==> src/rtl/tmr8_pkg.sv <==
package tmr8_pkg;
    localparam int RATIO_W = 3;
    localparam int CTL_W   = 6;

    typedef struct packed {
        logic               src_ext;
        logic               fall_edge;
        logic               bypass;
        logic [RATIO_W-1:0] ratio;
    } ctl_t;

    localparam ctl_t CTL_RESET = '0;
endpackage

==> src/rtl/tmr8_pin_sync.sv <==
module tmr8_pin_sync #(
    parameter int STAGES = 2
) (
    input  logic clk,
    input  logic rst_n,
    input  logic soft_rst_i,
    input  logic pin_i,
    input  logic fall_i,
    output logic edge_o
);
    typedef struct packed {
        logic [STAGES-1:0] sh;
        logic              prev;
    } st_t;

    st_t st_d, st_q;
    logic sync_lvl;

    assign sync_lvl = st_q.sh[STAGES-1];

    always_comb begin
        st_d      = st_q;
        st_d.sh   = {st_q.sh[STAGES-2:0], pin_i};
        st_d.prev = sync_lvl;
        if (soft_rst_i) st_d = '0;
    end

    always_ff @(posedge clk or negedge rst_n) begin
        if (!rst_n) st_q <= '0;
        else        st_q <= st_d;
    end

    assign edge_o = fall_i ? (st_q.prev & ~sync_lvl) : (sync_lvl & ~st_q.prev);
endmodule

==> src/rtl/tmr8_prescaler.sv <==
module tmr8_prescaler
    import tmr8_pkg::*;
#(
    parameter int PSC_W = 2 ** RATIO_W
) (
    input  logic               clk,
    input  logic               rst_n,
    input  logic               soft_rst_i,
    input  logic               ev_i,
    input  logic               bypass_i,
    input  logic [RATIO_W-1:0] ratio_i,
    input  logic               clr_i,
    output logic               inc_o
);
    typedef struct packed {
        logic [PSC_W-1:0] psc;
    } st_t;

    st_t st_d, st_q;
    logic [PSC_W-1:0] mask;
    logic             hit;

    always_comb begin
        for (int i = 0; i < PSC_W; i++) begin
            mask[i] = (i <= int'(ratio_i));
        end
    end

    assign hit   = &(st_q.psc | ~mask);
    assign inc_o = bypass_i ? ev_i : (ev_i & hit);

    always_comb begin
        st_d = st_q;
        if (ev_i && !bypass_i) st_d.psc = st_q.psc + 1'b1;
        if (clr_i || soft_rst_i) st_d = '0;
    end

    always_ff @(posedge clk or negedge rst_n) begin
        if (!rst_n) st_q <= '0;
        else        st_q <= st_d;
    end

    // any clear request leaves the prescaler at zero
    a_r6_psc_cleared: assert property (@(posedge clk) disable iff (!rst_n || soft_rst_i)
        clr_i |=> (st_q.psc == '0));

    // in bypass mode the prescaler holds its value
    a_r3_bypass_holds: assert property (@(posedge clk) disable iff (!rst_n || soft_rst_i)
        (bypass_i && !clr_i) |=> $stable(st_q.psc));
endmodule

==> src/rtl/tmr8_count.sv <==
module tmr8_count #(
    parameter int CNT_W = 8
) (
    input  logic             clk,
    input  logic             rst_n,
    input  logic             soft_rst_i,
    input  logic             inc_i,
    input  logic             we_i,
    input  logic [CNT_W-1:0] wdata_i,
    input  logic             flag_clr_i,
    output logic [CNT_W-1:0] cnt_o,
    output logic             ovf_o
);
    localparam logic [CNT_W-1:0] CNT_MAX = {CNT_W{1'b1}};

    typedef struct packed {
        logic [CNT_W-1:0] cnt;
        logic             ovf;
    } st_t;

    st_t  st_d, st_q;
    logic wrap;

    assign wrap = inc_i && !we_i && (st_q.cnt == CNT_MAX);

    always_comb begin
        st_d = st_q;
        if (inc_i) st_d.cnt = st_q.cnt + 1'b1;
        if (we_i)  st_d.cnt = wdata_i;
        if (flag_clr_i) st_d.ovf = 1'b0;
        if (wrap)  st_d.ovf = 1'b1;
        if (soft_rst_i) st_d = '0;
    end

    always_ff @(posedge clk or negedge rst_n) begin
        if (!rst_n) st_q <= '0;
        else        st_q <= st_d;
    end

    assign cnt_o = st_q.cnt;
    assign ovf_o = st_q.ovf;

    // a write always lands exactly
    a_r2_write_loads: assert property (@(posedge clk) disable iff (!rst_n || soft_rst_i)
        we_i |=> (st_q.cnt == $past(wdata_i)));

    // wrapping from the top sets the flag
    a_r9_wrap_sets_flag: assert property (@(posedge clk) disable iff (!rst_n || soft_rst_i)
        (inc_i && !we_i && st_q.cnt == CNT_MAX) |=> (st_q.ovf && st_q.cnt == '0));

    // the flag is sticky until cleared
    a_r9_flag_sticky: assert property (@(posedge clk) disable iff (!rst_n || soft_rst_i)
        (st_q.ovf && !flag_clr_i) |=> st_q.ovf);

    // without a write the count moves by at most one step
    a_r3_single_step: assert property (@(posedge clk) disable iff (!rst_n || soft_rst_i)
        !we_i |=> (st_q.cnt == $past(st_q.cnt) || st_q.cnt == CNT_W'($past(st_q.cnt) + 1'b1)));
endmodule

==> src/rtl/tmr8_psc.sv <==
module tmr8_psc
    import tmr8_pkg::*;
#(
    parameter int CNT_W       = 8,
    parameter int SYNC_STAGES = 2
) (
    input  logic             clk,
    input  logic             rst_n,
    input  logic             wdt_rst,
    input  logic             tick_en,
    input  logic             ext_pin,
    input  logic             ctl_we,
    input  logic [CTL_W-1:0] ctl_wdata,
    input  logic             cnt_we,
    input  logic [CNT_W-1:0] cnt_wdata,
    input  logic             ovf_clr,
    output logic [CNT_W-1:0] cnt_q,
    output logic             ovf_flag
);
    ctl_t ctl_d, ctl_q;
    logic ext_edge;
    logic event_pulse;
    logic step;
    logic psc_clr;

    always_comb begin
        ctl_d = ctl_q;
        if (ctl_we)  ctl_d = ctl_t'(ctl_wdata);
        if (wdt_rst) ctl_d = CTL_RESET;
    end

    always_ff @(posedge clk or negedge rst_n) begin
        if (!rst_n) ctl_q <= CTL_RESET;
        else        ctl_q <= ctl_d;
    end

    tmr8_pin_sync #(.STAGES(SYNC_STAGES)) u_sync (
        .clk        (clk),
        .rst_n      (rst_n),
        .soft_rst_i (wdt_rst),
        .pin_i      (ext_pin),
        .fall_i     (ctl_q.fall_edge),
        .edge_o     (ext_edge)
    );

    assign event_pulse = ctl_q.src_ext ? ext_edge : tick_en;
    assign psc_clr     = cnt_we | ctl_we;

    tmr8_prescaler u_psc (
        .clk        (clk),
        .rst_n      (rst_n),
        .soft_rst_i (wdt_rst),
        .ev_i       (event_pulse),
        .bypass_i   (ctl_q.bypass),
        .ratio_i    (ctl_q.ratio),
        .clr_i      (psc_clr),
        .inc_o      (step)
    );

    tmr8_count #(.CNT_W(CNT_W)) u_cnt (
        .clk        (clk),
        .rst_n      (rst_n),
        .soft_rst_i (wdt_rst),
        .inc_i      (step),
        .we_i       (cnt_we),
        .wdata_i    (cnt_wdata),
        .flag_clr_i (ovf_clr),
        .cnt_o      (cnt_q),
        .ovf_o      (ovf_flag)
    );

    // the watchdog reset returns count and flag to zero
    a_r11_wdt_clears: assert property (@(posedge clk) disable iff (!rst_n)
        wdt_rst |=> (cnt_q == '0 && !ovf_flag));

    // with the external source selected, tick_en alone never moves the count
    a_r7_tick_ignored: assert property (@(posedge clk) disable iff (!rst_n || wdt_rst)
        (ctl_q.src_ext && !ext_edge && !cnt_we) |=> $stable(cnt_q));
endmodule

==> config.mk <==
export PLATFORM = sky130hd
export DESIGN_NAME = tmr8_psc
export DESIGN_NICKNAME = d
export VERILOG_FILES = /design/src/rtl/tmr8_pkg.sv /design/src/rtl/tmr8_pin_sync.sv /design/src/rtl/tmr8_prescaler.sv /design/src/rtl/tmr8_count.sv /design/src/rtl/tmr8_psc.sv
export SDC_FILE = /design/constraint.sdc
export NUM_CORES = 1
export LEC_CHECK = 0
export BUFFER_PORTS_ARGS = -buffer_cell sky130_fd_sc_hd__buf_4
export CAP_MARGIN = 15
export CELL_PAD_IN_SITES_DETAIL_PLACEMENT = 0
export CELL_PAD_IN_SITES_GLOBAL_PLACEMENT = 2
export CORE_ASPECT_RATIO = 1.75
export CORE_MARGIN = 5
export CORE_UTILIZATION = 33
export CTS_CLUSTER_SIZE = 16
export DETAILED_ROUTE_END_ITERATION = 8
export GPL_ROUTABILITY_DRIVEN = 0
export PLACE_DENSITY = 0.91
export SYNTH_ARGS = -nofsm -noshare
export SYNTH_HDL_FRONTEND = slang
export SYNTH_SLANG_ARGS = --single-unit
==> constraint.sdc <==
create_clock -name clk -period 2.2 [get_ports clk]
set_input_delay 0.44 -clock clk [delete_from_list [all_inputs] [get_ports clk]]
set_output_delay 0.44 -clock clk [all_outputs]
set_load 0.005 [all_outputs]
## After elaboration in Yosys (flattened, before gate mapping)

Cells that the tools add are included.
Widths: inputs -> output; s select.

- Multiplexer cells: 13
- Add/subtract/negate cells: 2
- Reductions and logical operators: 11
- Equality and inequality tests: 1
- Bitwise gates (word level): 8
- Magnitude comparators: 7

Operators by type and width:

| kind | number |
|---|---|
| $mux 8 | 4 |
| $add 8x1->8 const B | 2 |
| $le 3x3->1 const A | 4 |
| $mux 6 | 2 |
| $mux 9 | 1 |
| $eq 8x8->1 const B | 1 |
| $not 8->8 | 1 |
| $or 8x8->8 | 1 |
| $reduce_and 8->1 | 1 |
| $le 2x3->1 const A | 2 |
| $reduce_bool 3->1 | 2 |
| $mux 1 | 5 |
| $reduce_bool 2->1 | 2 |
| $and 1x1->1 | 3 |
| $le 1x3->1 const A | 1 |
| $logic_and 1x1->1 | 3 |
| $mux 3 | 1 |
| $logic_not 1->1 | 2 |
| $not 1->1 | 2 |
| $logic_or 1x1->1 | 1 |
| $or 1x1->1 | 1 |

- Flip-flop bits (word level): 26
- Output and inout port bits: 9
- Word-level logic and storage cells: 51

## Longest topological paths before layout

- Depth in word-level cells: 10
- Depth in mapped cells: 6
- Mapped depth without buffers: 6

## Cells and area by module

From an unflattened synthesis, not the netlist that was laid out.

- Cell total of the unflattened synthesis: 134
- Area, all modules: 1,322.5 µm²

By module, submodules not included:

| module | cells each | area an instance (µm²) | sequential area each (µm²) | times used |
|---|---|---|---|---|
| tmr8_count | 53 | 490.5 | 225.2 | 1 |
| tmr8_prescaler | 51 | 454.2 | 200.2 | 1 |
| tmr8_psc | 21 | 261.5 | 150.1 | 1 |
| tmr8_pin_sync | 9 | 116.4 | 75.1 | 1 |

## Worst setup path after synthesis

OpenSTA, ideal clock, no wires.

- Path type: reg-to-reg
- From: reg u_sync.st_q[0] (netlist bit)
- To: reg u_cnt.st_q (netlist bit u_cnt.cnt_o[5])
- Required time: 2.118 ns
- Path buffers: 0
- Cell stages (with the launch flop): 6
- Data arrival time: 1.851 ns
- Setup slack: 0.267 ns
- Cell sequence: dfrtp_1 or3b_1 a31oi_4 nand3_4 or4_1 a31oi_1

- Cells in the longest elaborated chain, start to end: 7

Ends and longest elaborated chain:

| element | line | text |
|---|---|---|
| start: declaration | tmr8_pin_sync.sv:16 | `st_t st_d, st_q;` |
| start signal: assignment | tmr8_pin_sync.sv:30 | `else st_q <= st_d;` |
| $not 1->1 | tmr8_pin_sync.sv:33 | `assign edge_o = fall_i ? (st_q.prev & ~sync_lvl) : (sync_lvl & ~st_q.prev);` |
| $and 1x1->1 | tmr8_pin_sync.sv:33 |  |
| $mux 1 * | tmr8_pin_sync.sv:33 |  |
| $mux 1 * | tmr8_psc.sv:46 | `assign event_pulse = ctl_q.src_ext ? ext_edge : tick_en;` |
| $and 1x1->1 | tmr8_prescaler.sv:30 | `assign inc_o = bypass_i ? ev_i : (ev_i & hit);` |
| $mux 1 * | tmr8_prescaler.sv:30 |  |
| $reduce_bool 3->1 (no line) * | n/a |  |
| end signal: assignment | tmr8_count.sv:37 | `else st_q <= st_d;` |
| end: declaration | tmr8_count.sv:21 | `st_t st_d, st_q;` |

Mark *: on every way between the ends. The rest lies on a longest branch, timed or not.
A chain may end at the register's enable or synchronous reset.

## Worst setup path after layout

Ends and elaborated chain as after synthesis.

==> impl_metrics.json <==
{
  "status": "finished clean",
  "grt_pass1_wl_um": 5699,
  "async_reset_ff_share_pct": 100.0,
  "end_kind": "flop",
  "max-slew-margin-rel_pct": 68.83,
  "cts_max_path_buffers": 2,
  "ios": 31,
  "worstMarginPinSlew_ns": 0.4616,
  "netSwitchingFraction_pct": 25.81,
  "p_leak_nw": 0.7411,
  "yosys_register_bits": 26,
  "die_y_um": 96.05,
  "synth_area_sq_um": 1396,
  "period_share_pct": 94.48,
  "drive_above_1_share_pct": 24.71,
  "ant_nets": 0,
  "final_cell_mix": "32 x buf_4, 26 x dfrtp_1, 24 x nor2_1",
  "power.switching_mw": 0.2411,
  "clkPwrFrac_pct": 28.8,
  "grt_max_degree": 27,
  "dominantRegCellSynth": "dfrtp_1",
  "endpoint": "u_cnt.cnt_o[5]$_DFFE_PN0P_",
  "cap_violations": 0,
  "final_max_slew_viol_count": 0,
  "internal-power_mw": 0.6931,
  "rr_endpoint": "u_cnt.cnt_o[5]$_DFFE_PN0P_",
  "synth_seq_area_share_pct": 46.59,
  "placementRows": 31,
  "cts_made_buffers": 3,
  "ys_types": 38,
  "rsz0062_at_grt": "no",
  "die_w_um": 59.17,
  "cts_setup_buffers": 0,
  "cts_num_sinks": 26,
  "die_area_sq_um": 5683,
  "clock.fmax_mhz": 481.1,
  "final_common_cell": "buf_4",
  "vias_per_cell": 5.338,
  "critical_path_class": "reg -> reg",
  "cts.clk_slew.worst_paths_ns": 0.09,
  "drtIter0Drc": 24,
  "layout.nets": 196,
  "cts_tree": "done",
  "drt-pass1-iter-count": 4,
  "fin_tns_setup_ns": 0,
  "synth_nets": 164,
  "clock_latency_ns": 0.27,
  "reg2reg_depth": 5,
  "syn_to_final_growth_pct": 23.21,
  "ir_worst_vdd_v": 0.0003670,
  "pwr-share-seq_pct": 55.5,
  "rrSetupSlack_ns": 0.12,
  "p_comb_share_pct": 15.7,
  "drc": 0,
  "r2r_start": "u_sync.st_q[0]$_DFF_PN0_",
  "hold_ws_ns": 0.06873,
  "avgSynthCellArea_sq_um": 9.974,
  "grtUsageTotal_pct": 13.03,
  "synthCells": 140,
  "crit_arrival_ns": 2.27,
  "critPathLaunch": "u_sync.st_q[0]$_DFF_PN0_",
  "num_vias": 1169,
  "core_area_sq_um": 4111,
  "critPathLaunchType": "flop",
  "finClkSkew_ns": 0.003919,
  "start_util_pct": 33.96,
  "port_buffers": 30,
  "antenna_found_initial": 0,
  "gr-total-overflow": 0,
  "critPathRequiredTime_ns": 2.39,
  "cts.repair.resized": 0,
  "htreeDepth": 1,
  "cts_hold_buf": 0,
  "period_needed_ns": 2.079,
  "hpwlAfterDp_um": 2518,
  "report.final.hold_viol_count": 0,
  "antenna_cells": 0,
  "synth_warnings": 0,
  "finalSetupViolCount": 0,
  "wire_per_inst_um": 15.01,
  "ctsRootBufferMaster": "clkbuf_8",
  "critPathMaxFanout": 9,
  "powerDensity_nw_per_um2": 543.0,
  "grt_pass1_vias": 1237,
  "min_path_type": "in -> async",
  "routed_wl_um": 3287,
  "synth-edff-count": 0
}
==> state kept, by name, indices dropped and copies added, names as in the netlist <==
signal and count:
u_psc.st_q 8, ctl_q 6, u_cnt.cnt_o 8, u_sync.st_q 3, u_cnt.ovf_o 1
==> stage by stage <==
step	util, %	cell area [sq um]	setup WS, ns	instances	total power, mW
global placement	40.84	1679	0.2006	216	0.6733
global route	41.84	1720	0.01850	219	0.9867
CTS	41.84	1720	0.1157	219	0.9451
finish	41.84	1720	0.1214	219	0.9342
detailed placement	40.84	1679	0.1387	216	0.6777
floorplan	-	1396	0.2673	140	0.5988
==> synthesized netlist by cell type (2+ instances only) <==
cell      instances  share of area, %
dfrtp_1          26                47
nand4_1           5               2.2
or3_1             3               1.3
or4_1             2               1.1
inv_1             4               1.1
nand2b_1          2              0.90
o21a_1            2               1.1
nor2b_1           4               1.8
a211oi_1          3               1.6
a21oi_1           2              0.72
nor3_1            2              0.72
o21ai_0           3               1.1
a311oi_1          2               1.3
xor2_1            6               3.8
nand2_1           9               2.4
nand3_1           4               1.4
nor2_1           24               6.5
mux2i_1           8               5.7
xnor2_1           3               1.9
clkbuf_1          4               1.1
a31oi_1           2              0.90
o21bai_1          2               1.1
nand2_2           2              0.90
ha_1              2               1.8
==> critical path: stages (launching register included) <==
cell,delay [ns]
dfrtp_1,0.39
or3b_1,0.46
a31oi_4,0.29
nand3_4,0.16
or4_1,0.53
a31oi_1,0.18
==> cell families (layout without fill, tap and decap cells) <==
kind of cell / count (synthesis) / in the layout / share of synthesized area, %
XOR/XNOR: 9 / 9 / 5.645
multiplexers: 8 / 8 / 5.735
AO/OA/AOI/OAI: 25 / 25 / 15.59
adder cells (fa/ha/maj): 2 / 2 / 1.792
AND/OR/NAND/NOR: 61 / 61 / 22.22
flip-flops: 26 / 26 / 46.59
buffers and inverters: 9 / 39 / 2.418
==> layout make-up <==
class	count	area [sq um]
Clock buffer	3	41.29
Fill cell	432	2391
Inverter	4	15.01
Multi-Input combinational cell	105	711.9
Sequential cell	26	650.6
Tap cell	49	61.31
Timing Repair Buffer	32	240.2
==> power by group through the flow <==
stage / Combinational [mW] / Sequential (mW) / Clock (mW)
4_1_cts: 0.151 / 0.518 / 0.276
2_1_floorplan: 0.0753 / 0.524 / 0
6_report: 0.147 / 0.518 / 0.269
3_5_place_dp: 0.150 / 0.528 / 0
5_1_grt: 0.165 / 0.522 / 0.299
3_3_place_gp: 0.146 / 0.527 / 0
==> worst min-delay path by stage <==
stage / start / end / cells after the start
after floorplan: rst_n / ctl_q[0]$_DFFE_PN0P_ / 0
after global placement: rst_n / ctl_q[1]$_DFFE_PN0P_ / 1
after detailed placement: rst_n / ctl_q[1]$_DFFE_PN0P_ / 1
after CTS: rst_n / u_psc.st_q[6]$_DFFE_PN0P_ / 1
after global routing: rst_n / ctl_q[0]$_DFFE_PN0P_ / 1
final: rst_n / u_cnt.cnt_o[0]$_DFFE_PN0P_ / 1
==> layer usage <==
layer	vias up	track usage, %	share of wire, %
met5	-	0	0
met4	0	5.104	1.5
li1	556	-	-
met2	39	23.43	54
met1	569	14.69	39
met3	5	2.550	5.8
No activity file was read; power rests on OpenSTA's default activity.
